File: src/rtl/evt_timer_pkg.sv
package evt_timer_pkg;
  localparam int MODE_W = 16;
  localparam int PS_W   = 8;
  localparam int EN_BIT = 15;

  localparam logic [1:0] ADDR_MODE  = 2'd0;
  localparam logic [1:0] ADDR_ROUTE = 2'd1;
  localparam logic [1:0] ADDR_REF   = 2'd2;
  localparam logic [1:0] ADDR_CLR   = 2'd3;

  typedef enum logic [1:0] {SRC_OFF, SRC_SYS, SRC_DIV, SRC_PIN} clk_src_e;
  typedef enum logic [1:0] {CAP_NONE, CAP_RISE, CAP_FALL, CAP_BOTH} cap_edge_e;

  typedef struct packed {
    logic            en;       // [15]
    logic            ref_en;   // [14]
    logic            restart;  // [13]
    logic            toggle;   // [12]
    cap_edge_e       cap;      // [11:10]
    clk_src_e        src;      // [9:8]
    logic [PS_W-1:0] ps;       // [7:0]
  } mode_t;
endpackage

File: src/rtl/evt_pin_sync.sv
module evt_pin_sync #(
  parameter int STAGES = 2
) (
  input  logic clk_i,
  input  logic rst_ni,
  input  logic d_i,
  output logic rise_o,
  output logic fall_o
);
  logic [STAGES-1:0] sync_q;
  logic              prev_q;

  always_ff @(posedge clk_i or negedge rst_ni) begin
    if (!rst_ni) begin
      sync_q <= '0;
      prev_q <= 1'b0;
    end else begin
      sync_q <= {sync_q[STAGES-2:0], d_i};
      prev_q <= sync_q[STAGES-1];
    end
  end

  assign rise_o = sync_q[STAGES-1] & ~prev_q;
  assign fall_o = ~sync_q[STAGES-1] & prev_q;
endmodule

File: src/rtl/evt_tick_gen.sv
module evt_tick_gen
  import evt_timer_pkg::*;
#(
  parameter int PW    = PS_W,
  parameter int DIV_W = 4
) (
  input  logic          clk_i,
  input  logic          rst_ni,
  input  logic          en_i,
  input  clk_src_e      src_i,
  input  logic [PW-1:0] ps_i,
  input  logic          pin_fall_i,
  output logic          tick_o
);
  logic [DIV_W-1:0] div_q;
  logic [PW-1:0]    pcnt_q;
  logic             src_tick;
  logic             wrap;

  // free-running divider, not tied to the timer enable
  always_ff @(posedge clk_i or negedge rst_ni) begin
    if (!rst_ni) div_q <= '0;
    else         div_q <= div_q + DIV_W'(1);
  end

  always_comb begin
    unique case (src_i)
      SRC_SYS: src_tick = 1'b1;
      SRC_DIV: src_tick = (div_q == '1);
      SRC_PIN: src_tick = pin_fall_i;
      default: src_tick = 1'b0;
    endcase
  end

  // >= keeps a lowered prescale from wrapping the counter
  assign wrap = (pcnt_q >= ps_i);

  always_ff @(posedge clk_i or negedge rst_ni) begin
    if (!rst_ni)       pcnt_q <= '0;
    else if (!en_i)    pcnt_q <= '0;
    else if (src_tick) pcnt_q <= wrap ? '0 : pcnt_q + PW'(1);
  end

  assign tick_o = en_i & src_tick & wrap;
endmodule

File: src/rtl/evt_count_core.sv
module evt_count_core #(
  parameter int W = 16
) (
  input  logic         clk_i,
  input  logic         rst_ni,
  input  logic         tick_i,
  input  logic         clear_i,
  input  logic         restart_i,
  input  logic         toggle_i,
  input  logic [W-1:0] ref_i,
  output logic [W-1:0] cnt_o,
  output logic         match_o,
  output logic         out_o
);
  logic [W-1:0] cnt_q;
  logic [W-1:0] nxt;
  logic         out_q;

  assign nxt     = cnt_q + W'(1);
  assign match_o = tick_i & (nxt == ref_i);

  always_ff @(posedge clk_i or negedge rst_ni) begin
    if (!rst_ni) begin
      cnt_q <= '0;
      out_q <= 1'b1;
    end else if (clear_i) begin
      cnt_q <= '0;
      out_q <= 1'b1;
    end else begin
      if (tick_i) cnt_q <= (match_o && restart_i) ? '0 : nxt;
      if (match_o)        out_q <= toggle_i ? ~out_q : 1'b0;
      else if (!toggle_i) out_q <= 1'b1;
    end
  end

  assign cnt_o = cnt_q;
  assign out_o = out_q;
endmodule

File: src/rtl/evt_capture_unit.sv
module evt_capture_unit
  import evt_timer_pkg::*;
#(
  parameter int W = 16
) (
  input  logic         clk_i,
  input  logic         rst_ni,
  input  logic         en_i,
  input  logic         clear_i,
  input  cap_edge_e    edge_i,
  input  logic         rise_i,
  input  logic         fall_i,
  input  logic [W-1:0] cnt_i,
  output logic [W-1:0] cap_o,
  output logic         hit_o
);
  logic [W-1:0] cap_q;
  logic         sel;

  always_comb begin
    unique case (edge_i)
      CAP_RISE: sel = rise_i;
      CAP_FALL: sel = fall_i;
      CAP_BOTH: sel = rise_i | fall_i;
      default:  sel = 1'b0;
    endcase
  end

  assign hit_o = en_i & sel;

  always_ff @(posedge clk_i or negedge rst_ni) begin
    if (!rst_ni)      cap_q <= '0;
    else if (clear_i) cap_q <= '0;
    else if (hit_o)   cap_q <= cnt_i;
  end

  assign cap_o = cap_q;
endmodule

File: src/rtl/evt_timer.sv
module evt_timer
  import evt_timer_pkg::*;
#(
  parameter int DATA_W      = 16,
  parameter int SYNC_STAGES = 2,
  parameter int DIV_W       = 4
) (
  input  logic              clk_i,
  input  logic              rst_ni,
  input  logic              wr_en_i,
  input  logic [1:0]        wr_addr_i,
  input  logic [DATA_W-1:0] wr_data_i,
  input  logic              pin_i,
  output logic [DATA_W-1:0] count_o,
  output logic [DATA_W-1:0] capture_o,
  output logic [1:0]        flags_o,
  output logic [1:0]        dma_req_o,
  output logic              irq_o,
  output logic              tmr_out_o
);
  localparam int NEV = 2;

  mode_t             mode_q;
  logic              dma_sel_q;
  logic [DATA_W-1:0] ref_q;
  logic [NEV-1:0]    flag_q;
  logic [NEV-1:0]    set_ev;
  logic [NEV-1:0]    req;
  logic              wr_mode, wr_route, wr_ref, wr_clr, dis;
  logic              pin_rise, pin_fall, tick, ref_hit, cap_hit;

  assign wr_mode  = wr_en_i && (wr_addr_i == ADDR_MODE);
  assign wr_route = wr_en_i && (wr_addr_i == ADDR_ROUTE);
  assign wr_ref   = wr_en_i && (wr_addr_i == ADDR_REF);
  assign wr_clr   = wr_en_i && (wr_addr_i == ADDR_CLR);
  assign dis      = wr_mode && mode_q.en && !wr_data_i[EN_BIT];

  always_ff @(posedge clk_i or negedge rst_ni) begin
    if (!rst_ni) begin
      mode_q    <= '0;
      dma_sel_q <= 1'b0;
      ref_q     <= '0;
    end else begin
      if (wr_mode)  mode_q    <= mode_t'(wr_data_i[MODE_W-1:0]);
      if (wr_route) dma_sel_q <= wr_data_i[0];
      if (wr_ref)   ref_q     <= wr_data_i;
    end
  end

  evt_pin_sync #(.STAGES(SYNC_STAGES)) u_sync (
    .clk_i, .rst_ni, .d_i(pin_i), .rise_o(pin_rise), .fall_o(pin_fall)
  );

  evt_tick_gen #(.PW(PS_W), .DIV_W(DIV_W)) u_tick (
    .clk_i, .rst_ni, .en_i(mode_q.en), .src_i(mode_q.src), .ps_i(mode_q.ps),
    .pin_fall_i(pin_fall), .tick_o(tick)
  );

  evt_count_core #(.W(DATA_W)) u_core (
    .clk_i, .rst_ni, .tick_i(tick), .clear_i(dis), .restart_i(mode_q.restart),
    .toggle_i(mode_q.toggle), .ref_i(ref_q), .cnt_o(count_o), .match_o(ref_hit),
    .out_o(tmr_out_o)
  );

  evt_capture_unit #(.W(DATA_W)) u_cap (
    .clk_i, .rst_ni, .en_i(mode_q.en), .clear_i(dis), .edge_i(mode_q.cap),
    .rise_i(pin_rise), .fall_i(pin_fall), .cnt_i(count_o), .cap_o(capture_o),
    .hit_o(cap_hit)
  );

  assign set_ev = {ref_hit, cap_hit};

  for (genvar i = 0; i < NEV; i++) begin : g_flag
    always_ff @(posedge clk_i or negedge rst_ni) begin
      if (!rst_ni)  flag_q[i] <= 1'b0;
      else if (dis) flag_q[i] <= 1'b0;
      else          flag_q[i] <= set_ev[i] | (flag_q[i] & ~(wr_clr & wr_data_i[i]));
    end
  end

  assign req       = {flag_q[1] & mode_q.ref_en, flag_q[0]};
  assign flags_o   = flag_q;
  assign dma_req_o = dma_sel_q ? req : '0;
  assign irq_o     = ~dma_sel_q & (|req);
endmodule

File: config.mk
export PLATFORM = sky130hd
export DESIGN_NAME = evt_timer
export DESIGN_NICKNAME = d
export VERILOG_FILES = /design/src/rtl/evt_timer_pkg.sv /design/src/rtl/evt_pin_sync.sv /design/src/rtl/evt_tick_gen.sv /design/src/rtl/evt_count_core.sv /design/src/rtl/evt_capture_unit.sv /design/src/rtl/evt_timer.sv
export SDC_FILE = /design/constraint.sdc
export NUM_CORES = 1
export LEC_CHECK = 0
export BUFFER_PORTS_ARGS = -buffer_cell sky130_fd_sc_hd__buf_2
export CAP_MARGIN = 40
export CORE_ASPECT_RATIO = 0.75
export CORE_MARGIN = 1
export CORE_UTILIZATION = 58
export DETAILED_ROUTE_END_ITERATION = 8
export PLACE_DENSITY = 0.82
export SYNTH_ARGS = -nofsm -noshare
export SYNTH_HDL_FRONTEND = slang
export SYNTH_SLANG_ARGS = --single-unit
File: constraint.sdc
create_clock -name clk_i -period 3.41 [get_ports clk_i]
set_input_delay 0.341 -clock clk_i [delete_from_list [all_inputs] [get_ports clk_i]]
set_output_delay 0.341 -clock clk_i [all_outputs]
set_load 0.1 [all_outputs]
==> results of run 1 <==
==> cell families after synthesis <==
kind of cell    after synthesis  share of synthesized area [%]
compound gates               93                           15.4
xor+xnor                     23                           4.64
simple gates                127                           16.9
mux                          25                           6.48
flops                        83                           47.9
buf+inv                      46                           4.98
fa+ha+maj                    13                           3.75
==> repair_timing <==
action	4_1_cts	5_1_grt
hold buffers	1	0
buffers inserted	0	1
setup endpoints to repair	0	11
endpoints found under the hold margin	33	0
==> sequential cells by signal, summed over array words and instances (netlist names) <==
signal	cells
flags_o	2
u_core.out_o	1
u_cap.cap_o	16
dma_sel_q	1
ref_q	16
u_sync.prev_q	1
u_core.cnt_o	16
u_tick.pcnt_q	8
u_tick.div_q	4
mode_q	16
u_sync.sync_q	2
==> how the worst max path moves through the flow <==
stage	end	slack, ps	cells after the start
6_report	flags_o[1]	270	9
5_1_grt	flags_o[1]	90	9
4_1_cts	u_core.cnt_o[2]	140	10
3_5_place_dp	u_core.cnt_o[2]	230	10
3_3_place_gp	u_core.cnt_o[2]	370	10
2_1_floorplan	u_core.cnt_o[14]	0.5	11
==> per-layer routing <==
metal | vias up | wire length, um | global-route usage, %
met2 | 152 | 4580 | 40.5
met4 | 0 | 150 | 8.71
met1 | 1700 | 4650 | 40.5
li1 | 1612 | - | -
met5 | - | 0 | 0
met3 | 22 | 687 | 7.02
==> area by class of cell <==
class                   instances  area [um^2]
flip-flops and latches         83         2080
fillers                       529         2060
multi-input cells             281         2060
repair buffers                 72          418
clock buffers                   9          124
well taps                      98          123
inverters                      21         78.8
clock inverters                 7         75.1
==> layout by cell type (no fill, tap or decap), drive strengths merged, types with 10 or more instances in the layout <==
master  Yosys  final
a22o       16     16
buf        12     71
dfrtp      82     82
ha         13     13
inv        21     23
mux2       25     25
nand2      27     27
nand3      15     15
nor2       14     14
nor3       12     12
nor4       11     11
o21a       12     12
o21ai      27     27
o311ai     10     10
xnor2      13     13
xor2       10     10
==> power by group through the flow <==
stage | logic (mW) | clock network (mW) | registers [mW]
floorplan | 0.395 | 0 | 1.45
finish | 0.801 | 0.716 | 1.22
global route | 0.853 | 0.772 | 1.23
CTS | 0.803 | 0.727 | 1.21
detailed placement | 0.798 | 0 | 1.23
global placement | 0.779 | 0 | 1.22
==> stage by stage <==
step	power (mW)	setup slack [ps]	cell area (um^2)
after global placement	2.00	373	4720
after detailed placement	2.03	228	4750
after floorplan	1.84	0.531	4350
final	2.73	270	4960
after global routing	2.86	89.8	4960
after CTS	2.75	145	4950
==> worst max-delay path, delay by kind of cell, from the launching register on <==
kind            cells  cell delay [ps]
compound gates      1              190
simple gates        6             1850
fa+ha+maj           1              310
buf+inv             1              200
flops               1              500
==> metrics.yaml, run 1 <==
status:
  status: "completed"
setup_path:
  cp_slowest_cell: "or4b_1"
  reg2reg_depth: 9
  r2r_start: "u_core.cnt_o[0]"
  critPathLaunchType: "register"
  worstSetupStartpoint: "u_core.cnt_o[0]"
  cp.arrival_ps: 3410
  critPathMaxFanout: 11
  critPathRequiredTime_ps: 3680
  max_stage_delay_ps: 520
  r2r_slack_ps: 270
  worstPathCellList: "ha_1 -> nand3_1 -> buf_4 -> or3_1 -> nor4bb_1 -> nor3_1 -> or4b_1 -> or3_1 -> a21oi_1"
  critPathKind: "register to register"
  r2r-end: "flags_o[1]"
  cp_common_cell: "or3_1"
  crit_path_end_kind: "register"
clocking:
  cts_tree: "done"
  ctsResizeCount: 0
  cts_made_buffers: 9
  cts_root_buf: "clkbuf_8"
  clk_pin_slew_ps: 80
  insertion_delay_ps: 350
  clk_path_buf_depth: 2
  cts_sinks: 83
  cts.htree.levels: 3
pwr:
  seq_power_share_pct: 44.5
  power.leakage_nw: 2.25
  power_density_nw_per_um2: 551
  p_comb_share_pct: 29.3
  p_int_mw: 1.67
  clock_power_share_pct: 26.2
  switching_share_pct: 39.0
  switchingPower_mw: 1.07
  peakVddDrop_mv: 0.325
synth:
  ys_types: 59
  syn_area_um2: 4340
  synth-edff-count: 0
  postSynthCellCount: 410
  synth_top_area_cell: "dfrtp_1"
  ys.flop_type: "dfrtp_1"
  netlist_top_cells_count: "dfrtp_1, nand2_1, mux2_2, o21ai_0, inv_1"
  synth_area_per_cell_um2: 10.6
  ys_seq_area_share_pct: 47.9
  yosysMostFrequentCell: "dfrtp_1"
  synth_seq_cells: 83
  synth.area.top_cells: "dfrtp_1, mux2_2, ha_1, a22o_1, o21ai_0"
  synth_top_area_share_pct: 47.2
  syn_nets: 445
  yosysWarnings: 0
  async_flop_share_pct: 100
sta:
  finalSetupViolCount: 0
  hold_slack_ps: 89.7
  maxSlewHeadroom_pct: 41.2
  hold_viol_final: 0
  fmax_ghz: 0.319
  fin_crit_sh_pct: 92.1
  rsz0062_at_grt: "false"
  finalCriticalPeriod_ps: 3140
  final_max_slew_viol_count: 0
  fin_setup_tns_ps: 0
  worst_slew_pin_slew_ps: 880
  skew_ps: 12.2
final_layout:
  layout-drive-gt1-share_pct: 27.1
  area_growth_pct: 14.3
  final_core_util_pct: 70.6
  fin_nets: 503
  diodes: 0
  fin_cells: 571
floorplanning:
  die_area_um2: 7840
  io_pins: 60
  rows: 26
  die_h_um: 76.9
  core-area_um2: 7030
  initial_core_util_pct: 61.8
  die_x_um: 102
global_route:
  grt_pass1_vias: 3393
  grt-ovfl-total: 0
  grt_usage_pct: 27.8
  antenna_found_initial: 0
  grt_pass1_wl_um: 16600
  grt_max_degree: 51
worst_hold_path:
  hold_class: "input pin to register"
  hold_end: "u_sync.sync_q[0]"
  hold_start: "pin_i"
  holdPathStages: 1
route:
  via_per_inst: 6.11
  ant_nets: 0
  drc_errors: 0
  first_iter_violations: 324
  wire_per_inst_um: 17.6
  num_vias: 3486
  first_pass_iters: 4
  wl_um: 10100
placement:
  place_congestion: 0.873
  hpwl_um: 7120
  dp.cells: 553
  io_buffers: 59
run:
  maxCapViolCount: 0
No activity file was read; power rests on OpenSTA's default activity.
==> run 2, diff against run 1 <==
- CORE_UTILIZATION: 58 -> 62
- PLACE_DENSITY: 0.82 -> 0.87
- clock period: 3.41 -> 3.85 ns (I/O delays scaled with it)
==> run 2 against run 1 <==
  * Die area is 6.3% lower
  * Non-clock buffer count is 5 lower
  * Count of clock-buffer cells in the layout stayed put
  * Final area is 0.38% lower
  * Utilization is 2.1 points higher
  * Final cell count is 3.5% lower
  * Highest routed layer unchanged
==> metrics.yaml, run 2 (synthesized netlist as in run 1, its figures left out) <==
status:
  status: "completed"
pwr:
  switchingPower_mw: 0.949  # -11%
  power.leakage_nw: 2.25  # about the same
  power_density_nw_per_um2: 516  # -6.3%
  peakVddDrop_mv: 0.293  # -9.8%
  total_power_mw: 2.55  # -6.6%
  switching_share_pct: 37.2  # -1.8 points
  p_int_mw: 1.60  # -3.9%
  seq_power_share_pct: 42.1  # -2.4 points
  clock_power_share_pct: 29.8  # +3.6 points
  p_comb_share_pct: 28.1  # -1.2 points
clocking:
  post-cts-setup-buffers: 0  # unchanged
  ctsHoldBuffers: 1  # unchanged
  ctsResizeCount: 0  # unchanged
  cts_sinks: 83  # unchanged
  insertion_delay_ps: 360  # about the same
  clk_path_buf_depth: 2  # unchanged
  cts_made_buffers: 9  # unchanged
  cts.htree.levels: 3  # unchanged
  cts_tree: "done"
  clk_pin_slew_ps: 90  # about the same
  cts_root_buf: "clkbuf_8"
floorplanning:
  initial_core_util_pct: 63.9  # +2.1 points
  io_pins: 60  # unchanged
  die_x_um: 98.6  # -3.2%
  core-area_um2: 6800  # -3.2%
  die_area_um2: 7350  # -6.3%
  rows: 26  # unchanged
  die_h_um: 74.5  # -3.2%
sta:
  hold_viol_final: 0  # unchanged
  finalSetupViolCount: 0  # unchanged
  rsz0062_at_grt: "false"
  fin_setup_tns_ps: 0  # unchanged
  final_max_slew_viol_count: 0  # unchanged
  fmax_ghz: 0.289  # -9.2%
  maxSlewHeadroom_pct: 41.7  # +0.53 points
  skew_ps: 8.76  # -3.47 ps
  worst_slew_pin_slew_ps: 873  # -6.10 ps
  finalCriticalPeriod_ps: 3460  # +316 ps
  fin_crit_sh_pct: 89.8  # -2.3 points
route:
  via_per_inst: 6.29  # +3.0%
  first_pass_iters: 4  # unchanged
  wire_per_inst_um: 18.7  # +5.8%
  num_vias: 3464  # -0.63%
  wl_um: 10300  # +2.1%
  ant_nets: 0  # unchanged
  drc_errors: 0  # unchanged
  first_iter_violations: 217  # -33%
final_layout:
  fin_cells: 551  # -3.5%
  fin_nets: 498  # -0.99%
  final_cell_mix: "dfrtp_1, buf_2, nand2_1"
  final_core_util_pct: 72.7  # +2.1 points
  layout_commonest_cell: "dfrtp_1"
  diodes: 0  # unchanged
  layout-drive-gt1-share_pct: 25.5  # -1.6 points
  area_growth_pct: 13.8
setup_path:
  cp_slowest_cell: "dfrtp_1"
  critPathLaunchType: "register"
  r2r-end: "flags_o[1]"
  worstPathCellList: "ha_1 -> nand3_1 -> or3_1 -> nor4bb_1 -> nor3_1 -> or4b_1 -> or3_1 -> a21oi_1"
  cp_top_family: "simple AND/OR/NAND/NOR gates"
  cp.arrival_ps: 3740  # +330 ps
  critPathRequiredTime_ps: 4130  # +450 ps
  cp_common_cell: "or3_1"
  critPathMaxFanout: 11  # unchanged
  max_stage_delay_ps: 570  # +50 ps
  crit_path_end_kind: "register"
  r2r_slack_ps: 390  # +120 ps
  crit_buf_inv: 0  # -1
  reg2reg_depth: 8  # -1
  critPathKind: "register to register"
  r2r_start: "u_core.cnt_o[0]"
worst_hold_path:
  holdPathStages: 1  # unchanged
  hold_start: "pin_i"
  hold_class: "input pin to register"
  hold_end: "u_sync.sync_q[0]"
global_route:
  grt_busiest_layer: "met2"
  met2_usage_pct: 48.5  # +8.0 points
  antenna_found_initial: 0  # unchanged
  grt_max_degree: 57  # +12%
  grt-ovfl-total: 0  # unchanged
  grt_usage_pct: 29.7  # +1.9 points
  met3_usage_pct: 8.55  # +1.5 points
  grt_pass1_wl_um: 16500  # -0.54%
  grt_pass1_vias: 3293  # -2.9%
  grt.met1_usage_pct: 39.3  # -1.3 points
placement:
  io_buffers: 59  # unchanged
  hpwl_um: 7250  # +1.8%
  place_congestion: 0.890  # +1.9%
  dp.cells: 535  # -3.3%
run:
  maxCapViolCount: 0  # unchanged
-- run 2: cell types whose count changed in the layout (fill, tap and decap cells not counted) --
cell        delta
buf_4          -5
clkinv_2       -1
clkinv_4       +2
dfrtp_1        +3
inv_6          -2
clkinvlp_4     -2
bufinv_16      +2
dfrtp_2        -3
-- run 2: power groups by stage --
stage | Combinational [mW] | Sequential [mW] | Clock, mW
floorplan | 0.350 | 1.28 | 0
global placement | 0.682 | 1.08 | 0
detailed placement | 0.708 | 1.09 | 0
CTS | 0.715 | 1.07 | 0.765
global route | 0.759 | 1.09 | 0.796
finish | 0.716 | 1.07 | 0.761
-- run 2: layout make-up --
type | count | area [um^2]
Tap cell | 84 | 105
Sequential cell | 83 | 2080
Multi-Input combinational cell | 281 | 2060
Clock inverter | 6 | 115
Timing Repair Buffer | 67 | 380
Inverter | 21 | 78.8
Clock buffer | 9 | 124
Fill cell | 501 | 1860
-- run 2: metal layers --
layer | wire [um] | up-vias
met1 | 4620 | 1728
li1 | - | 1597
met2 | 4920 | 123
met5 | 0 | -
met4 | 125 | 0
met3 | 615 | 16
-- run 2: how the worst max path moves through the flow --
stage | depth (start not counted) | from | slack, ps | endpoint
after floorplan | 10 | u_core.cnt_o[0] | 360 | u_core.cnt_o[14]
after global placement | 8 | u_core.cnt_o[0] | 730 | flags_o[1]
after detailed placement | 8 | u_core.cnt_o[0] | 500 | flags_o[1]
after CTS | 8 | u_core.cnt_o[0] | 430 | flags_o[1]
after global routing | 9 | u_core.cnt_o[0] | 130 | u_core.cnt_o[2]
final | 8 | u_core.cnt_o[0] | 390 | flags_o[1]
-- run 2: through the flow --
step | cell area [um^2] | worst slack (ps) | hold WS (ps)
2_1_floorplan | 4340 | 357 | 89.4
3_3_place_gp | 4670 | 731 | 336
3_5_place_dp | 4690 | 497 | 336
4_1_cts | 4940 | 426 | 116
5_1_grt | 4940 | 133 | 112
6_report | 4940 | 394 | 124
